[config.mk]
export PLATFORM = sky130hd
export DESIGN_NAME = serial_eeprom_target
export DESIGN_NICKNAME = d
export VERILOG_FILES = /design/src/rtl/seep_pkg.sv /design/src/rtl/seep_bus_edge.sv /design/src/rtl/seep_wr_timer.sv /design/src/rtl/seep_page_buf.sv /design/src/rtl/serial_eeprom_target.sv
export SDC_FILE = /design/constraint.sdc
export NUM_CORES = 2
export LEC_CHECK = 0
export ABC_AREA = 1
export ABC_CLOCK_PERIOD_IN_PS = 2500
export BUFFER_PORTS_ARGS = -buffer_cell sky130_fd_sc_hd__buf_4
export CAP_MARGIN = 20
export CORE_ASPECT_RATIO = 1.25
export CORE_MARGIN = 5
export CORE_UTILIZATION = 25
export DETAILED_ROUTE_END_ITERATION = 12
export GPL_ROUTABILITY_DRIVEN = 1
export PLACE_DENSITY = 0.5
export SLEW_MARGIN = 20
export SYNTH_ARGS = -nofsm -noshare
export SYNTH_HDL_FRONTEND = slang
export SYNTH_SLANG_ARGS = --single-unit
[constraint.sdc]
create_clock -name clk_i -period 2.5 [get_ports clk_i]
set_input_delay 0.25 -clock clk_i [delete_from_list [all_inputs] [get_ports clk_i]]
set_output_delay 0.25 -clock clk_i [all_outputs]
set_load 0.02 [all_outputs]
[src/rtl/seep_pkg.sv]
package seep_pkg;
  localparam logic [3:0] DEV_CODE = 4'b1010;

  typedef enum logic [3:0] {
    ST_IDLE,
    ST_DEV,
    ST_DEV_ACK,
    ST_WADDR,
    ST_WADDR_ACK,
    ST_WDATA,
    ST_WDATA_ACK,
    ST_RDATA,
    ST_RACK
  } seep_state_e;
endpackage

[src/rtl/seep_bus_edge.sv]
module seep_bus_edge #(
  parameter int SYNC_STAGES = 2
) (
  input  logic clk_i,
  input  logic rst_ni,
  input  logic scl_i,
  input  logic sda_i,
  output logic scl_o,
  output logic sda_o,
  output logic scl_rise_o,
  output logic scl_fall_o,
  output logic start_o,
  output logic stop_o
);
  logic [SYNC_STAGES-1:0] scl_sync_q, sda_sync_q;
  logic scl_d_q, sda_d_q;

  always_ff @(posedge clk_i or negedge rst_ni) begin
    if (!rst_ni) begin
      scl_sync_q <= '1;
      sda_sync_q <= '1;
      scl_d_q    <= 1'b1;
      sda_d_q    <= 1'b1;
    end else begin
      scl_sync_q <= {scl_sync_q[SYNC_STAGES-2:0], scl_i};
      sda_sync_q <= {sda_sync_q[SYNC_STAGES-2:0], sda_i};
      scl_d_q    <= scl_o;
      sda_d_q    <= sda_o;
    end
  end

  assign scl_o      = scl_sync_q[SYNC_STAGES-1];
  assign sda_o      = sda_sync_q[SYNC_STAGES-1];
  assign scl_rise_o = scl_o & ~scl_d_q;
  assign scl_fall_o = ~scl_o & scl_d_q;
  // SDA edges only count while SCL is held high across both samples
  assign start_o    = scl_o & scl_d_q & sda_d_q & ~sda_o;
  assign stop_o     = scl_o & scl_d_q & ~sda_d_q & sda_o;
endmodule

[src/rtl/seep_wr_timer.sv]
module seep_wr_timer #(
  parameter int CYCLES = 600
) (
  input  logic clk_i,
  input  logic rst_ni,
  input  logic start_i,
  output logic busy_o
);
  localparam int CW = $clog2(CYCLES + 1);

  logic [CW-1:0] cnt_q;

  always_ff @(posedge clk_i or negedge rst_ni) begin
    if (!rst_ni)                       cnt_q <= '0;
    else if (start_i && cnt_q == '0)   cnt_q <= CW'(CYCLES);
    else if (cnt_q != '0)              cnt_q <= cnt_q - 1'b1;
  end

  assign busy_o = (cnt_q != '0);


  wr_cycle_start_chk: assert property (@(posedge clk_i) disable iff (!rst_ni)
    start_i |=> busy_o);
endmodule

[src/rtl/seep_page_buf.sv]
module seep_page_buf #(
  parameter int PAGE_W = 4
) (
  input  logic                         clk_i,
  input  logic                         rst_ni,
  input  logic                         clear_i,
  input  logic                         wr_i,
  input  logic [PAGE_W-1:0]            idx_i,
  input  logic [7:0]                   data_i,
  output logic [(1<<PAGE_W)-1:0]       valid_o,
  output logic [(1<<PAGE_W)*8-1:0]     data_o
);
  localparam int PAGE = 1 << PAGE_W;

  for (genvar g = 0; g < PAGE; g++) begin : g_ent
    logic [7:0] ent_q;
    logic       vld_q;

    always_ff @(posedge clk_i or negedge rst_ni) begin
      if (!rst_ni) begin
        ent_q <= '0;
        vld_q <= 1'b0;
      end else if (clear_i) begin
        vld_q <= 1'b0;
      end else if (wr_i && idx_i == PAGE_W'(g)) begin
        ent_q <= data_i;
        vld_q <= 1'b1;
      end
    end

    assign valid_o[g]        = vld_q;
    assign data_o[g*8 +: 8]  = ent_q;
  end
endmodule

[src/rtl/serial_eeprom_target.sv]
module serial_eeprom_target
  import seep_pkg::*;
#(
  parameter int ADDR_W      = 8,
  parameter int PAGE_W      = 4,
  parameter int WR_CYCLES   = 600,
  parameter int SYNC_STAGES = 2
) (
  input  logic       clk_i,
  input  logic       rst_ni,
  input  logic       scl_i,
  input  logic       sda_i,
  input  logic [2:0] dev_sel_i,
  input  logic       wr_lock_i,
  output logic       sda_oe_o
);
  localparam int DEPTH = 1 << ADDR_W;
  localparam int PAGE  = 1 << PAGE_W;

  logic scl_s, sda_s, scl_rise, scl_fall, start_raw, stop_raw;
  logic busy, start_ev, stop_ev, byte_done, dev_hit, buf_wr, buf_clr, commit;
  logic [PAGE-1:0]   buf_vld;
  logic [PAGE*8-1:0] buf_data;
  logic [7:0]        rd_byte;

  seep_state_e       state_q;
  logic [3:0]        bit_cnt_q;
  logic [7:0]        sh_q, out_q;
  logic [ADDR_W-1:0] ptr_q;
  logic              oe_q, rd_q, more_q;
  logic [7:0]        mem [DEPTH];

  seep_bus_edge #(.SYNC_STAGES(SYNC_STAGES)) u_edge (
    .clk_i, .rst_ni, .scl_i, .sda_i,
    .scl_o(scl_s), .sda_o(sda_s), .scl_rise_o(scl_rise), .scl_fall_o(scl_fall),
    .start_o(start_raw), .stop_o(stop_raw)
  );

  seep_wr_timer #(.CYCLES(WR_CYCLES)) u_timer (
    .clk_i, .rst_ni, .start_i(commit), .busy_o(busy)
  );

  seep_page_buf #(.PAGE_W(PAGE_W)) u_buf (
    .clk_i, .rst_ni, .clear_i(buf_clr), .wr_i(buf_wr),
    .idx_i(ptr_q[PAGE_W-1:0]), .data_i(sh_q), .valid_o(buf_vld), .data_o(buf_data)
  );

  // bus is blind while the write cycle runs
  assign start_ev  = start_raw & ~busy;
  assign stop_ev   = stop_raw & ~busy;
  assign byte_done = scl_fall && (bit_cnt_q == 4'd8);
  assign dev_hit   = (sh_q[7:1] == {DEV_CODE, dev_sel_i});
  assign buf_wr    = (state_q == ST_WDATA) && byte_done && !wr_lock_i;
  assign commit    = stop_ev && (|buf_vld) && !wr_lock_i;
  assign buf_clr   = start_ev | commit;
  assign rd_byte   = mem[ptr_q];
  assign sda_oe_o  = oe_q;

  always_ff @(posedge clk_i or negedge rst_ni) begin
    if (!rst_ni) begin
      state_q   <= ST_IDLE;
      bit_cnt_q <= '0;
      sh_q      <= '0;
      out_q     <= '0;
      ptr_q     <= '0;
      oe_q      <= 1'b0;
      rd_q      <= 1'b0;
      more_q    <= 1'b0;
    end else if (stop_ev) begin
      state_q <= ST_IDLE;
      oe_q    <= 1'b0;
    end else if (start_ev) begin
      state_q   <= ST_DEV;
      bit_cnt_q <= '0;
      oe_q      <= 1'b0;
    end else begin
      unique case (state_q)
        ST_DEV, ST_WADDR, ST_WDATA: begin
          if (scl_rise && bit_cnt_q != 4'd8) begin
            sh_q      <= {sh_q[6:0], sda_s};
            bit_cnt_q <= bit_cnt_q + 4'd1;
          end else if (byte_done) begin
            bit_cnt_q <= '0;
            if (state_q == ST_DEV) begin
              if (dev_hit) begin
                rd_q    <= sh_q[0];
                oe_q    <= 1'b1;
                state_q <= ST_DEV_ACK;
              end else begin
                state_q <= ST_IDLE;
              end
            end else if (state_q == ST_WADDR) begin
              ptr_q   <= sh_q[ADDR_W-1:0];
              oe_q    <= 1'b1;
              state_q <= ST_WADDR_ACK;
            end else if (!wr_lock_i) begin
              ptr_q[PAGE_W-1:0] <= ptr_q[PAGE_W-1:0] + 1'b1;
              oe_q              <= 1'b1;
              state_q           <= ST_WDATA_ACK;
            end else begin
              state_q <= ST_IDLE;
            end
          end
        end
        ST_DEV_ACK: begin
          if (scl_fall) begin
            if (rd_q) begin
              out_q     <= rd_byte;
              oe_q      <= ~rd_byte[7];
              bit_cnt_q <= '0;
              state_q   <= ST_RDATA;
            end else begin
              oe_q    <= 1'b0;
              state_q <= ST_WADDR;
            end
          end
        end
        ST_WADDR_ACK, ST_WDATA_ACK: begin
          if (scl_fall) begin
            oe_q    <= 1'b0;
            state_q <= ST_WDATA;
          end
        end
        ST_RDATA: begin
          if (scl_fall) begin
            if (bit_cnt_q == 4'd7) begin
              oe_q      <= 1'b0;
              ptr_q     <= ptr_q + 1'b1;
              bit_cnt_q <= '0;
              state_q   <= ST_RACK;
            end else begin
              oe_q      <= ~out_q[6];
              out_q     <= {out_q[6:0], 1'b0};
              bit_cnt_q <= bit_cnt_q + 4'd1;
            end
          end
        end
        ST_RACK: begin
          if (scl_rise) begin
            more_q <= ~sda_s;
          end else if (scl_fall) begin
            if (more_q) begin
              out_q   <= rd_byte;
              oe_q    <= ~rd_byte[7];
              state_q <= ST_RDATA;
            end else begin
              state_q <= ST_IDLE;
            end
          end
        end
        default: state_q <= ST_IDLE;
      endcase
    end
  end

  // commit: all buffered bytes land in the counter's page at once
  always_ff @(posedge clk_i or negedge rst_ni) begin
    if (!rst_ni) begin
      for (int a = 0; a < DEPTH; a++) mem[a] <= '0;
    end else if (commit) begin
      for (int i = 0; i < PAGE; i++) begin
        if (buf_vld[i]) mem[{ptr_q[ADDR_W-1:PAGE_W], PAGE_W'(i)}] <= buf_data[i*8 +: 8];
      end
    end
  end


  sda_low_scl_chk: assert property (@(posedge clk_i) disable iff (!rst_ni)
    !$stable(oe_q) |-> !scl_s);

  busy_quiet_chk: assert property (@(posedge clk_i) disable iff (!rst_ni)
    busy |-> !sda_oe_o);

  page_wrap_chk: assert property (@(posedge clk_i) disable iff (!rst_ni)
    buf_wr |=> ptr_q[ADDR_W-1:PAGE_W] == $past(ptr_q[ADDR_W-1:PAGE_W]));

  lock_nack_chk: assert property (@(posedge clk_i) disable iff (!rst_ni)
    (wr_lock_i && state_q == ST_WDATA && byte_done) |=> !oe_q);

  dev_miss_chk: assert property (@(posedge clk_i) disable iff (!rst_ni)
    (state_q == ST_DEV && byte_done && !dev_hit) |=> !oe_q);
endmodule

==> flow_summary_export.csv <==
group,metric,value,unit
timing,slew-limit-headroom,0.2424,
critical_path,crit_required,3.41,ns
detailed_routing,drt_iter0_drc,10860,
placement,gp_congestion,0.9994,
floorplanning,die_height,721.6,um
floorplanning,ios,9,
critical_path,critical_path.cell_chain,"buf_12 > buf_12 > inv_16 > buf_4 > buf_4 > o21ai_0 > o22ai_1 > nand2_1 > nand2_1 > nor2_1 > nor2_1 > nor2_1 > nand2_1 > nand2_1 > nand2_1 > o21ai_2 > nand2_1",
cts,clock_path_buffers,4,
grt,grt_usage,0.2326,
grt,grt_max_degree,127,
detailed_routing,ant_nets,0,
detailed_routing,routed.top_layer,"met5",
cts,cts-root-buf,"clkbuf_16",
grt,grt_remaining_overflow,0,
logic_synthesis,synth-seq-cells,2242,
logic_synthesis,syn_avg_cell_area,8.022,um^2
timing,final_max_slew_viol_count,0,
cts,h-tree-depth,4,
layout,syn2layout_area_growth,30.31,%
critical_path,timing.critical_path.mode_cell,"nand2_1",
status,violations,"setup timing",
grt,grt_pass1_wl,697700,um
cts,clock_sinks,2242,
cts,numCtsBuffers,242,
placement,dp_hpwl,338600,um
logic_synthesis,synth_ff_type,"dfrtp_1",
detailed_routing,routedWlPerCell,26.45,um
logic_synthesis,synth_fp_nets,12640,
layout,final_common_cell,"nand2_1",
logic_synthesis,yosysWarningCount,0,
floorplanning,start_util,0.2507,
detailed_routing,wl_met1,196700,um
timing,finalCritPeriodShare,1.203,
detailed_routing,wl_met3,36500,um
detailed_routing,met2WireLength,227100,um
timing,setup_violations,2102,
pwr,p_per_area,968.0,nW/um^2
logic_synthesis,async_reset_ff_frac,1.000,
placement,portBuffers,8,
layout,nNetsFinal,13450,
critical_path,arrival,3.91,ns
logic_synthesis,synth_edf_count,0,
timing,fin_crit,3.007,ns
critical_path,crit_buf_inv,5,
floorplanning,fp.dieW,579.3,um
floorplanning,placementRows,261,
logic_synthesis,yosys.area.top_type,"dfrtp_1",
critical_path,worstPathMaxFanout,27,
pwr,ir_worst_vdd,889.9,uV
layout,multi_input_area,42510,um^2
critical_path,path_delay_family,"buffers and inverters",
logic_synthesis,syn_area,101300,um^2
placement,place_ws,-0.7411,ns
timing,max_freq,332.6,MHz
floorplanning,core_area,404000,um^2
cts,clock_latency,0.98,ns
grt,antenna_found_initial,44,
timing,skew,0.1041,ns
job,max_cap_viol_count,0,
timing,finalHoldViolCount,0,
logic_synthesis,synth_top_area_share,0.5525,
grt,grt_pass1_vias,89020,
detailed_routing,drc_errors,0,
logic_synthesis,yosysSeqAreaShare,0.5541,
layout,final-seq-area,56120,um^2
cts,clk_pin_slew,0.07,ns
min_path,min_path_type,"in -> reg",
timing,worstMarginPinSlew,1.133,ns
status,status,"complete, but fails checks",
layout,drive_gt1_frac,0.1702,
logic_synthesis,synthTopCellsByArea,"dfrtp_1 (55%), o21ai_0 (16%), nand2_1 (13%)",
detailed_routing,drtPass1Iterations,7,
timing,rsz0062_at_grt,"true",
layout,fill_cells,42770,
critical_path,cpPeakStageDelay,0.52,ns
pwr,p_leak,59.94,nW
critical_path,crit_slowest_cell,"dfrtp_4",
detailed_routing,viasPerCell,4.990,
logic_synthesis,synthCells,12620,
floorplanning,die-area,418000,um^2
detailed_routing,vias,95040,
cts,cts_tree,"built",
timing,fin_ws,-0.5071,ns
critical_path,critPathKind,"reg -> reg",
logic_synthesis,ys_types,37,
critical_path,start_kind,"register",
critical_path,cp-end-kind,"register",
layout,mostFrequentLayoutCells,"nand2_1 (3354), o21ai_0 (3003), dfrtp_1 (2234)",
detailed_routing,postRouteWirelength,503700,um
layout,final_core_util,0.3267,
## tightest hold or removal path: cells and delay by family
kind            cells  cell delay (ns)
simple gates        7             0.46
xor+xnor            1             0.12
buf+inv             1             0.09
compound gates      1             0.07
## layout make-up
type,count,area share
Timing Repair inverter,2,0.0002181
Antenna cell,21,0.0003982
Multi-Input combinational cell,9255,0.3221
Clock buffer,344,0.05374
Sequential cell,2242,0.4253
Clock inverter,96,0.007794
Timing Repair Buffer,1423,0.1314
Inverter,270,0.007898
Tap cell,5391,0.05111
## flip-flops by register name (all words and copies together), names as in the netlist
signal	flops
mem	2048
u_buf.g_ent.ent_q	128
u_buf.g_ent.vld_q	16
u_timer.cnt_q	10
ptr_q	8
sh_q	8
out_q	7
bit_cnt_q	4
state_q	4
u_edge.scl_sync_q	2
u_edge.sda_sync_q	2
more_q	1
rd_q	1
sda_oe_o	1
u_edge.scl_d_q	1
u_edge.sda_d_q	1
## path summary, 6_finish.rpt
check | cells past startpoint | slack [ns] | from | end
setup / recovery | 17 | -0.51 | ptr_q[0] | out_q[5]
hold / removal | 10 | 0.09 | dev_sel_i[2] | sda_oe_o
setup reg to reg | 17 | -0.51 | ptr_q[0] | out_q[5]
hold reg to reg | 0 | 0.35 | u_edge.sda_sync_q[0] | u_edge.sda_sync_q[1]
max in group asynchronous | 3 | 0.76 | rst_ni | mem[665]
min in group asynchronous | 3 | 0.11 | rst_ni | u_timer.cnt_q[0]
## cell usage after synthesis (2+ instances only)
cell type / n
buf_6: 18
nor3_1: 3
o21ai_0: 3285
nor2_1: 1846
clkinv_1: 3
nor3_4: 8
a21oi_1: 16
o21ai_1: 141
nand2_4: 80
buf_2: 65
nand4_1: 38
a2111oi_0: 2
o211ai_1: 3
inv_1: 267
nand2_1: 3580
o22ai_1: 125
nand3_1: 63
buf_4: 27
dfrtp_1: 2236
xor2_1: 8
buf_1: 50
nor4_1: 7
dfstp_2: 6
buf_12: 7
nor3_2: 9
ha_1: 8
clkbuf_1: 713
## through the flow
| step | instance area [um^2] | hold slack, ns | setup TNS, ns | power [mW] | instances |
|---|---|---|---|---|---|
| finish | 132000 | 0.08582 | -470.71 | 127.7 | 19040 |
| global route | 131900 | 0.1054 | -686.39 | 131.7 | 19030 |
| CTS | 129600 | 0.02499 | -509.41 | 125.7 | 18970 |
| detailed placement | 119800 | 0.1731 | -1115.14 | 85.91 | 18460 |
| global placement | 119600 | 0.1691 | -1349.05 | 86.13 | 18460 |
| floorplan | 101300 | -0.04559 | 0 | 57.27 | 12620 |
## power breakdown
group / internal [mW] / switching (mW) / total (mW)
logic: 19.0 / 34.4 / 53.4
registers: 36.5 / 0.184 / 36.6
clock network: 21.4 / 16.2 / 37.7
total: 76.9 / 50.9 / 128
## routing by layer
| metal | track usage | vias up |
|---|---|---|
| met5 | 0 | - |
| met4 | 0.1631 | 12 |
| met3 | 0.04055 | 1118 |
| met2 | 0.3666 | 4030 |
| met1 | 0.2884 | 46970 |
| li1 | - | 42910 |
## timing repair
| action | 4_1_cts | 5_1_grt |
|---|---|---|
| gates resized for setup | 275 | 571 |
| hold endpoints to repair | 2252 | 0 |
| pin swaps | 57 | 159 |
| buffers inserted | 32 | 18 |
| setup endpoints to repair | 2156 | 2130 |
| hold buffers | 10 | 0 |
| gates cloned | 27 | 34 |
## cells by family (layout without fill, tap and decap cells)
group | count (synthesis) | in the layout | share of synthesized area
simple gates | 5637 | 5661 | 0.2185
compound gates | 3577 | 3577 | 0.1786
flops | 2242 | 2242 | 0.5541
buf+inv | 1151 | 2135 | 0.04704
xor+xnor | 9 | 9 | 0.0007784
fa+ha+maj | 8 | 8 | 0.0009884
other cells | 0 | 21 | 0
Note: power is estimated with default switching activity, not from simulation.
